File: src/rtl/kbd_pkg.sv
// Package: shared sizes, register addresses and bit positions for the
// keyboard interrupt controller. Assumes one 8-bit data bus.
package kbd_pkg;
    localparam int KBD_NUM_A  = 8;
    localparam int KBD_DATA_W = 8;
    localparam int KBD_ADDR_W = 2;

    // Mode register bit positions (software depends on these)
    localparam int MODE_MASTER_BIT = 7;
    localparam int MODE_CLEAR_BIT  = 6;
    // Extra-line control register enable position
    localparam int XCTL_EN_BIT     = 0;

    typedef enum logic [KBD_ADDR_W-1:0] {
        ADR_MASK = 2'd0,
        ADR_XCTL = 2'd1,
        ADR_MODE = 2'd2,
        ADR_NONE = 2'd3
    } kbd_addr_e;
endpackage

File: src/rtl/kbd_sync.sv
// Module: kbd_sync
// Brings W asynchronous lines into the clk domain with two flops per line.
// Assumes lines idle high (pulled up), so both stages reset to 1 and no
// false falling edge appears when reset is released.
module kbd_sync #(
    parameter int W      = 9,
    parameter int STAGES = 2
) (
    input  logic         clk,
    input  logic         rst_n,
    input  logic [W-1:0] din,
    output logic [W-1:0] dout
);
    logic [W-1:0] stage_q [STAGES];

    genvar s;
    generate
        for (s = 0; s < STAGES; s++) begin : g_stage
            if (s == 0) begin : g_first
                // Purpose: first capture flop of every line
                always_ff @(posedge clk) begin
                    if (!rst_n) stage_q[s] <= '1;
                    else        stage_q[s] <= din;
                end
            end else begin : g_next
                // Purpose: later flops settle any metastable value
                always_ff @(posedge clk) begin
                    if (!rst_n) stage_q[s] <= '1;
                    else        stage_q[s] <= stage_q[s-1];
                end
            end
        end
    endgenerate

    assign dout = stage_q[STAGES-1];
endmodule

File: src/rtl/kbd_fall_det.sv
// Module: kbd_fall_det
// Detects a high-to-low change on each synchronized line, masks it with
// that line's enable and ORs all lines into one pulse. The previous-level
// register resets high to match the synchronizer.
module kbd_fall_det #(
    parameter int W = 9
) (
    input  logic         clk,
    input  logic         rst_n,
    input  logic [W-1:0] lvl,
    input  logic [W-1:0] en,
    output logic         fall_any
);
    logic [W-1:0] prev_q;
    logic [W-1:0] fall_vec;

    // Purpose: remember last cycle's synchronized level per line
    always_ff @(posedge clk) begin
        if (!rst_n) prev_q <= '1;
        else        prev_q <= lvl;
    end

    genvar i;
    generate
        for (i = 0; i < W; i++) begin : g_line
            assign fall_vec[i] = prev_q[i] & ~lvl[i] & en[i];
        end
    endgenerate

    assign fall_any = |fall_vec;
endmodule

File: src/rtl/kbd_req_latch.sv
// Module: kbd_req_latch
// Single shared request latch. It is set by a gated edge pulse and cleared
// by a write-one pulse, and set wins when both arrive together.
module kbd_req_latch (
    input  logic clk,
    input  logic rst_n,
    input  logic set_i,
    input  logic clr_i,
    output logic req_o
);
    logic req_q;

    // Purpose: hold the request; set has priority over clear
    always_ff @(posedge clk) begin
        if (!rst_n)     req_q <= 1'b0;
        else if (set_i) req_q <= 1'b1;
        else if (clr_i) req_q <= 1'b0;
    end

    assign req_o = req_q;


    req_hold_chk: assert property (@(posedge clk) disable iff (!rst_n)
        (req_o && !clr_i) |=> req_o);


    req_clear_chk: assert property (@(posedge clk) disable iff (!rst_n)
        (clr_i && !set_i) |=> !req_o);


    set_wins_chk: assert property (@(posedge clk) disable iff (!rst_n)
        set_i |=> req_o);
endmodule

File: src/rtl/kbd_regs.sv
// Module: kbd_regs
// Register file: the port-line enable mask, the extra-line control and the
// mode register (master enable plus a clear bit that is only a pulse).
// Writes need bus_sel and bus_wr in the same cycle. Read data is
// combinational from the address.
module kbd_regs
    import kbd_pkg::*;
#(
    parameter int NUM_A  = KBD_NUM_A,
    parameter int DATA_W = KBD_DATA_W
) (
    input  logic                  clk,
    input  logic                  rst_n,
    input  logic                  bus_sel,
    input  logic                  bus_wr,
    input  logic [KBD_ADDR_W-1:0] bus_addr,
    input  logic [DATA_W-1:0]     bus_wdata,
    output logic [DATA_W-1:0]     bus_rdata,
    output logic [NUM_A-1:0]      a_en,
    output logic                  x_en,
    output logic                  master_en,
    output logic                  clr_pulse
);
    logic [NUM_A-1:0] a_en_q;
    logic             x_en_q;
    logic             master_q;
    logic             wr_mask, wr_xctl, wr_mode;
    logic             unused_wbits;

    assign wr_mask = bus_sel && bus_wr && (bus_addr == ADR_MASK);
    assign wr_xctl = bus_sel && bus_wr && (bus_addr == ADR_XCTL);
    assign wr_mode = bus_sel && bus_wr && (bus_addr == ADR_MODE);
    assign unused_wbits = ^bus_wdata;

    // Purpose: per-line enable mask storage
    always_ff @(posedge clk) begin
        if (!rst_n)       a_en_q <= '0;
        else if (wr_mask) a_en_q <= bus_wdata[NUM_A-1:0];
    end

    // Purpose: extra-line enable storage
    always_ff @(posedge clk) begin
        if (!rst_n)       x_en_q <= 1'b0;
        else if (wr_xctl) x_en_q <= bus_wdata[XCTL_EN_BIT];
    end

    // Purpose: master enable storage (clear bit is not stored)
    always_ff @(posedge clk) begin
        if (!rst_n)       master_q <= 1'b0;
        else if (wr_mode) master_q <= bus_wdata[MODE_MASTER_BIT];
    end

    assign clr_pulse = wr_mode && bus_wdata[MODE_CLEAR_BIT];
    assign a_en      = a_en_q;
    assign x_en      = x_en_q;
    assign master_en = master_q;

    // Purpose: read mux; undefined bits and addresses return 0
    always_comb begin
        bus_rdata = '0;
        case (bus_addr)
            ADR_MASK: bus_rdata[NUM_A-1:0]      = a_en_q;
            ADR_XCTL: bus_rdata[XCTL_EN_BIT]     = x_en_q;
            ADR_MODE: bus_rdata[MODE_MASTER_BIT] = master_q;
            default:  bus_rdata = '0;
        endcase
    end


    clr_reads_zero_chk: assert property (@(posedge clk) disable iff (!rst_n)
        (bus_addr == ADR_MODE) |-> !bus_rdata[MODE_CLEAR_BIT]);
endmodule

File: src/rtl/kbd_irq_ctrl.sv
// Module: kbd_irq_ctrl (top)
// Keyboard interrupt controller: NUM_A port lines plus one extra line,
// synchronized, falling-edge detected, merged into one latched request.
// Assumes lines idle high and that the pad logic acts on the pull-up and
// force-input requests.
module kbd_irq_ctrl
    import kbd_pkg::*;
#(
    parameter int NUM_A  = KBD_NUM_A,
    parameter int DATA_W = KBD_DATA_W
) (
    input  logic                  clk,
    input  logic                  rst_n,
    input  logic                  bus_sel,
    input  logic                  bus_wr,
    input  logic [KBD_ADDR_W-1:0] bus_addr,
    input  logic [DATA_W-1:0]     bus_wdata,
    output logic [DATA_W-1:0]     bus_rdata,
    input  logic [NUM_A-1:0]      pin_a,
    input  logic                  pin_x,
    input  logic                  xpull_cfg,
    output logic                  irq_req,
    output logic [NUM_A-1:0]      pullup_a,
    output logic [NUM_A-1:0]      input_force_a,
    output logic                  pullup_x
);
    localparam int NSRC = NUM_A + 1;

    logic [NUM_A-1:0] a_en;
    logic             x_en;
    logic             master_en;
    logic             clr_pulse;
    logic [NSRC-1:0]  src_lvl;
    logic [NSRC-1:0]  src_en;
    logic             fall_any;
    logic             set_req;

    kbd_regs #(.NUM_A(NUM_A), .DATA_W(DATA_W)) u_regs (
        .clk       (clk),
        .rst_n     (rst_n),
        .bus_sel   (bus_sel),
        .bus_wr    (bus_wr),
        .bus_addr  (bus_addr),
        .bus_wdata (bus_wdata),
        .bus_rdata (bus_rdata),
        .a_en      (a_en),
        .x_en      (x_en),
        .master_en (master_en),
        .clr_pulse (clr_pulse)
    );

    kbd_sync #(.W(NSRC), .STAGES(2)) u_sync (
        .clk   (clk),
        .rst_n (rst_n),
        .din   ({pin_x, pin_a}),
        .dout  (src_lvl)
    );

    assign src_en = {x_en, a_en};

    kbd_fall_det #(.W(NSRC)) u_fall (
        .clk      (clk),
        .rst_n    (rst_n),
        .lvl      (src_lvl),
        .en       (src_en),
        .fall_any (fall_any)
    );

    assign set_req = fall_any && master_en;

    kbd_req_latch u_latch (
        .clk   (clk),
        .rst_n (rst_n),
        .set_i (set_req),
        .clr_i (clr_pulse),
        .req_o (irq_req)
    );

    // Pad requests: keyboard use implies input mode with pull-up
    assign pullup_a      = a_en;
    assign input_force_a = a_en;
    assign pullup_x      = xpull_cfg;


    master_gate_chk: assert property (@(posedge clk) disable iff (!rst_n)
        !master_en |=> !$rose(irq_req));
endmodule

File: config.mk
export PLATFORM = sky130hd
export DESIGN_NAME = kbd_irq_ctrl
export DESIGN_NICKNAME = d
export VERILOG_FILES = /design/src/rtl/kbd_pkg.sv /design/src/rtl/kbd_sync.sv /design/src/rtl/kbd_fall_det.sv /design/src/rtl/kbd_req_latch.sv /design/src/rtl/kbd_regs.sv /design/src/rtl/kbd_irq_ctrl.sv
export SDC_FILE = /design/constraint.sdc
export NUM_CORES = 1
export LEC_CHECK = 0
export BUFFER_PORTS_ARGS = -buffer_cell sky130_fd_sc_hd__buf_2
export CAP_MARGIN = 20
export CELL_PAD_IN_SITES_DETAIL_PLACEMENT = 1
export CELL_PAD_IN_SITES_GLOBAL_PLACEMENT = 2
export CORE_ASPECT_RATIO = 0.7
export CORE_UTILIZATION = 29
export DETAILED_ROUTE_END_ITERATION = 8
export PLACE_DENSITY = 0.83
export SLEW_MARGIN = 10
export SYNTH_ARGS = -nofsm -noshare
export SYNTH_HDL_FRONTEND = slang
export SYNTH_HIERARCHICAL = 1
export SYNTH_SLANG_ARGS = --single-unit
File: constraint.sdc
create_clock -name clk -period 1.75 [get_ports clk]
set_input_delay 0.175 -clock clk [delete_from_list [all_inputs] [get_ports clk]]
set_output_delay 0.175 -clock clk [all_outputs]
set_load 0.03 [all_outputs]
* Word-level counts from Yosys, hierarchy flattened
Memories as Yosys holds them, arrays and structs flattened.
Cells that the tools add are included.
** Word-level totals
- Register bits :: 20
- RAM bits :: 18
- Bits of input ports :: 24
- Output and inout port bits :: 26
- Logic and storage cells :: 55
- Memories kept :: 1
** Operators by class
- Eq/ne operators :: 2
- Muxes and demuxes :: 9
- Bitwise operators :: 29
- Reductions and logical operators :: 9
** Memory list
- u_sync.stage_q :: words 2, bits a word 9, rd ports 2, clocked after memory_dff 0, wr ports 2, RTL line kbd_sync.sv:14 : logic [W-1:0] stage_q [STAGES];
** Operators by type and width (number)
- bitwise AND 1 bit :: 18
- 2-to-1 mux 9 bit :: 2
- inverter 1 bit :: 9
- OR reduction 9 bit :: 1
- logical AND 1 bit :: 6
- 2-to-1 mux 6 bit :: 1
- 2-to-1 mux 1 bit :: 4
- case mux 1 bit (2 select lines) :: 2
- == test 2 x 1 -> 1 bit, second input constant :: 1
- == test 2 bit, second input constant :: 1
- logical NOT 2 bit :: 1
- bitwise OR 1 bit :: 2
- nonzero test 2 bit :: 1

* Depth between registers and ports, before layout
- Depth after elaboration :: 6
- Mapped depth :: 5

* By module
Netlist, hierarchy kept.
** By module, submodules not included
- kbd_regs :: instances 1, cells an instance 57, area each 499.2 um2, seq. area each 200.2 um2
- kbd_sync :: instances 1, cells an instance 37, area each 486.7 um2, seq. area each 360.3 um2
- kbd_fall_det :: instances 1, cells an instance 31, area each 316.6 um2, seq. area each 180.2 um2
- kbd_irq_ctrl :: instances 1, cells an instance 10, area each 73.8 um2, seq. area each 0.0 um2
- kbd_req_latch :: instances 1, cells an instance 3, area each 41.3 um2, seq. area each 20.0 um2

* Least setup slack after synthesis
Ideal clock, no wire load.
- Path kind :: reg2reg
- Start point :: register u_regs.a_en_q[1], in the netlist u_regs/a_en[1]
- End point :: register u_latch.req_q, in the netlist u_latch/req_o
- Arrival :: 1.262 ns
- Data required time :: 1.635 ns
- Setup slack :: 0.374 ns
- Stages on the path, launching flop included :: 6
- Path buffers :: 0
- Period minus slack after synthesis :: 1.376 ns
- Cells stage by stage :: dfxtp_1 nand2_1 o221ai_1 or3_1 and2_1 o21a_1
** On the way
- Word-level cells in the longest chain between the ends :: 4
- Elaborated cells between the ends (all ways) :: 5
- Those cells by class :: mux: 1; bitwise: 1; reduce/logical: 3
** RTL lines
- from (decl) :: RTL line kbd_regs.sv:24 : logic [NUM_A-1:0] a_en_q;
- from (signal assigned) :: RTL line kbd_regs.sv:38 : else if (wr_mask) a_en_q <= bus_wdata[NUM_A-1:0];
- bitwise AND 1 bit (*) :: RTL line kbd_fall_det.sv:26 : assign fall_vec[i] = prev_q[i] & ~lvl[i] & en[i];
- OR reduction 9 bit (*) :: RTL line kbd_fall_det.sv:30 : assign fall_any = |fall_vec;
- via fall_any :: RTL line kbd_irq_ctrl.sv:35 : logic fall_any;
- logical AND 1 bit (*) :: RTL line kbd_irq_ctrl.sv:69 : assign set_req = fall_any && master_en;
- via set_req :: RTL line kbd_irq_ctrl.sv:36 : logic set_req;
- 2-to-1 mux 1 bit or nonzero test 2 bit (tied branches)
- to (signal assigned) :: RTL line kbd_req_latch.sv:15 : if (!rst_n) req_q <= 1'b0;
- to (signal assigned) :: RTL line kbd_req_latch.sv:16 : else if (set_i) req_q <= 1'b1;
- to (signal assigned) :: RTL line kbd_req_latch.sv:17 : else if (clr_i) req_q <= 1'b0;
- to (decl) :: RTL line kbd_req_latch.sv:11 : logic req_q;
The timed path passes the listed nets; every way through them passes the cells marked *.
A chain may end at the register's enable or synchronous reset.

* Final worst setup path
- Start point :: register u_regs.x_en_q, in the netlist u_regs/x_en
- End point :: register u_latch.req_q, in the netlist u_latch/req_o
** On the way
- Word-level cells in the longest chain between the ends :: 4
- Elaborated cells between the ends (all ways) :: 5
- Those cells by class :: mux: 1; bitwise: 1; reduce/logical: 3
** RTL lines
- from (decl) :: RTL line kbd_regs.sv:25 : logic x_en_q;
- from (signal assigned) :: RTL line kbd_regs.sv:44 : else if (wr_xctl) x_en_q <= bus_wdata[XCTL_EN_BIT];
- bitwise AND 1 bit (*) :: RTL line kbd_fall_det.sv:26
- OR reduction 9 bit (*) :: RTL line kbd_fall_det.sv:30
- via fall_any :: RTL line kbd_irq_ctrl.sv:35
- logical AND 1 bit (*) :: RTL line kbd_irq_ctrl.sv:69
- via set_req :: RTL line kbd_irq_ctrl.sv:36
- 2-to-1 mux 1 bit or nonzero test 2 bit (tied branches)
Marks and branches as above.

==> impl_results.md <==
* Status: completed
* Drt total wl at 3140 um
* Gate power share at 0.063
* CTS sink cnt at 38
* Post-synth EDFFs at 0
* Syn Std Cell Area at 1420 sq um
* Syn_area_per_cell at 10.3 sq um
* Final Instance Area at 1790 sq um
* Largest net degree at the start of global routing at 23
* Crit Path Category: register to register
* Drt first pass iters at 4
* Static leakage at 0.821 nW
* Starting density of the core at 0.315
* Die Height at 60.5 um
* RSZ-0062 raised after global routing: false
* Layout cells sized above 1 at 0.328
* Max cap viols at 0
* Io pins at 50
* Pwr/cell area at 1080 nW/um^2
* Dpl cells at 230
* CTS tree: yes
* Initial DRC count at 46
* Clock buffer depth at 2
* Critical Path End Type: register
* First-pass GRT wire length at 5200 um
* Net Sw Power at 0.386 mW
* Crit path buffers/inverters at 0
* Worst Setup Start Kind: register
* Clock network power share at 0.470
* # Post-CTS Setup Buffers at 0
* HPWL after DPL at 2430 um
* Avg WL per Cell at 13.2 um
* Setup Skew at 0.00459 ns
* Final total power at 1.94 mW
* Yosys warning count at 6
* Count of final hold-check violations at 0
* DRC at 0
* Worst skew pair latency at 0.29 ns
* Num CTS Buffers at 5
* Die Wd at 85.6 um
* Flop pwr share at 0.467
* Hold path startpoint: pin_a[0]
* Fin. max-slew vios at 0
* Top-area cell type share of the netlist area at 0.537
* Core ar. at 4500 sq um
* Area contributors post-synth: dfxtp_1 54%, nand2b_1 8.8%, mux2i_1 8.5%
* Setup-failing EPs final at 0
* Launch point of the worst path: u_regs/x_en
* Crit-path max FO at 3
* Antenna Nets Post-Route at 0
* Commonest cells in the synthesized netlist: 38 x dfxtp_1, 22 x nand2_1, 20 x nand2b_1
* Root Driver: clkbuf_8
* Reg clk slew, reported paths at 0.08 ns
* Dpl cell area at 1650 sq um
* Non-filler cells, final at 238
* Post-synthesis net count at 162
* Cell taking the most area after synthesis: dfxtp_1
* Initial antenna violation count at 0
* Slowest CP cell: dfxtp_1
* Fmax at 749 MHz
* Row count at 20
* Internal Power at 1.56 mW
* Overflow after GRT at 0
* Tmin final at 1.34 ns
* Sw Share at 0.199
* Most frequent cell after synthesis: dfxtp_1
* Netlist cell types at 20
* Rel. slew slack at 0.751
* Worst Hold Class: input pin to register
* Async set-or-reset flop fraction in the synthesized netlist at 0
* Critical-path cell list: nand3b_1, o221ai_1, or3_1, and2_1, o21a_1
* Port Buffers at 47
* Final setup TNS at 0 ns
* H-tree Lvls at 2
* Mapped Cells at 138
* Nets at 206
* Hold Buf Count CTS at 0
* Reg2Reg Launch Point: u_regs/x_en
* Worst path arrival time at 1.52 ns
* ANT cells at 0
* Sequential area share after synthesis at 0.537
* Worst path top cell family by delay: simple AND/OR/NAND/NOR gates
* CP max stage delay at 0.34 ns
* Via/cell ratio at 4.35
* Cts repair resizes at 0
* Slew @ Worst Pin at 0.373 ns
* Die Footprint at 5180 sq um
* Reg2Reg Setup Slack at 0.41 ns
* Peak VDD IR at 0.322 mV
* Vias at 1035
* Layout overhead on the synthesized area at 26.5%
* CP required at 1.94 ns
* Number of global-route vias before repair at 1079
* Dominant synthesized flop cell: dfxtp_1
* Synthesized flop and latch total at 38
* Total track usage at 0.138
* Final period utilization at 0.763
* GP Congestion at 0.760
-- sequential cells by signal, indices dropped and copies added (netlist names) --
name and flops:
u_fall/prev_q 9, u_latch/req_o 1, u_sync/stage_q 18, u_regs/a_en 8, u_regs/x_en 1, u_regs/master_en 1
-- metal layers --
metal / share of wire / up-vias / GRT usage / routed length, um
met2: 0.42 / 40 / 0.230 / 1310
met4: 0.012 / 0 / 0.0643 / 37
met1: 0.50 / 466 / 0.168 / 1580
met3: 0.068 / 5 / 0.0435 / 212
met5: 0 / - / 0 / 0
li1: - / 524 / - / -
-- through the flow --
stage           util  worst slack, ns  hold slack (ns)
6_report       0.398            0.414           0.0613
5_1_grt        0.398            0.342           0.0571
4_1_cts        0.398            0.406           0.0499
3_5_place_dp   0.366            0.435            0.350
3_3_place_gp   0.366            0.454            0.350
2_1_floorplan      -            0.374            0.248
-- power groups by stage --
stage                     Sequential [mW]  Combinational, mW  Clock (mW)
after floorplan                     0.931             0.0713           0
after global placement              0.927              0.121           0
after detailed placement            0.929              0.124           0
after CTS                           0.908              0.125       0.937
after global routing                0.911              0.136       0.976
final                               0.908              0.123       0.912
-- cells by family (layout without fill, tap and decap cells) --
logic type,Yosys count,in the layout,synth area share
AO/OA/AOI/OAI,3,3,0.0159
flip-flops,38,38,0.537
buffers and inverters,14,59,0.0688
AND/OR/NAND/NOR,71,71,0.294
multiplexers,12,12,0.0847
-- final cells by class --
type | count | area (sq um)
clock inverter | 2 | 60.1
inverter | 1 | 3.75
timing repair buffer | 50 | 258
tap | 55 | 68.8
clock buffer | 6 | 82.6
sequential | 38 | 761
multi-input combinational | 86 | 559
fill | 525 | 2710
-- cell usage in the layout, fill, tap and decap left out --
cell       instances
bufinv_16          2
inv_1              1
nand3b_1           5
o22ai_1            1
dfxtp_1           38
o21a_1             1
mux2i_1           12
nand2_1           22
nand2b_1          20
nand4_1            1
clkbuf_8           6
buf_2             47
or2b_1             7
nor2b_4            1
nand4b_1           2
nor2_1             4
nor4bb_2           1
buf_4              3
o221ai_1           1
and2_1             7
or3_1              1
-- worst paths after layout --
check | cells after the start | to
worst max-delay path | 5 | u_latch/req_o
worst min-delay path | 2 | u_sync/stage_q[0][0]
worst max register to register | 5 | u_latch/req_o
worst min register to register | 1 | u_sync/stage_q[1][3]
Note: power is estimated with default switching activity, not from simulation.
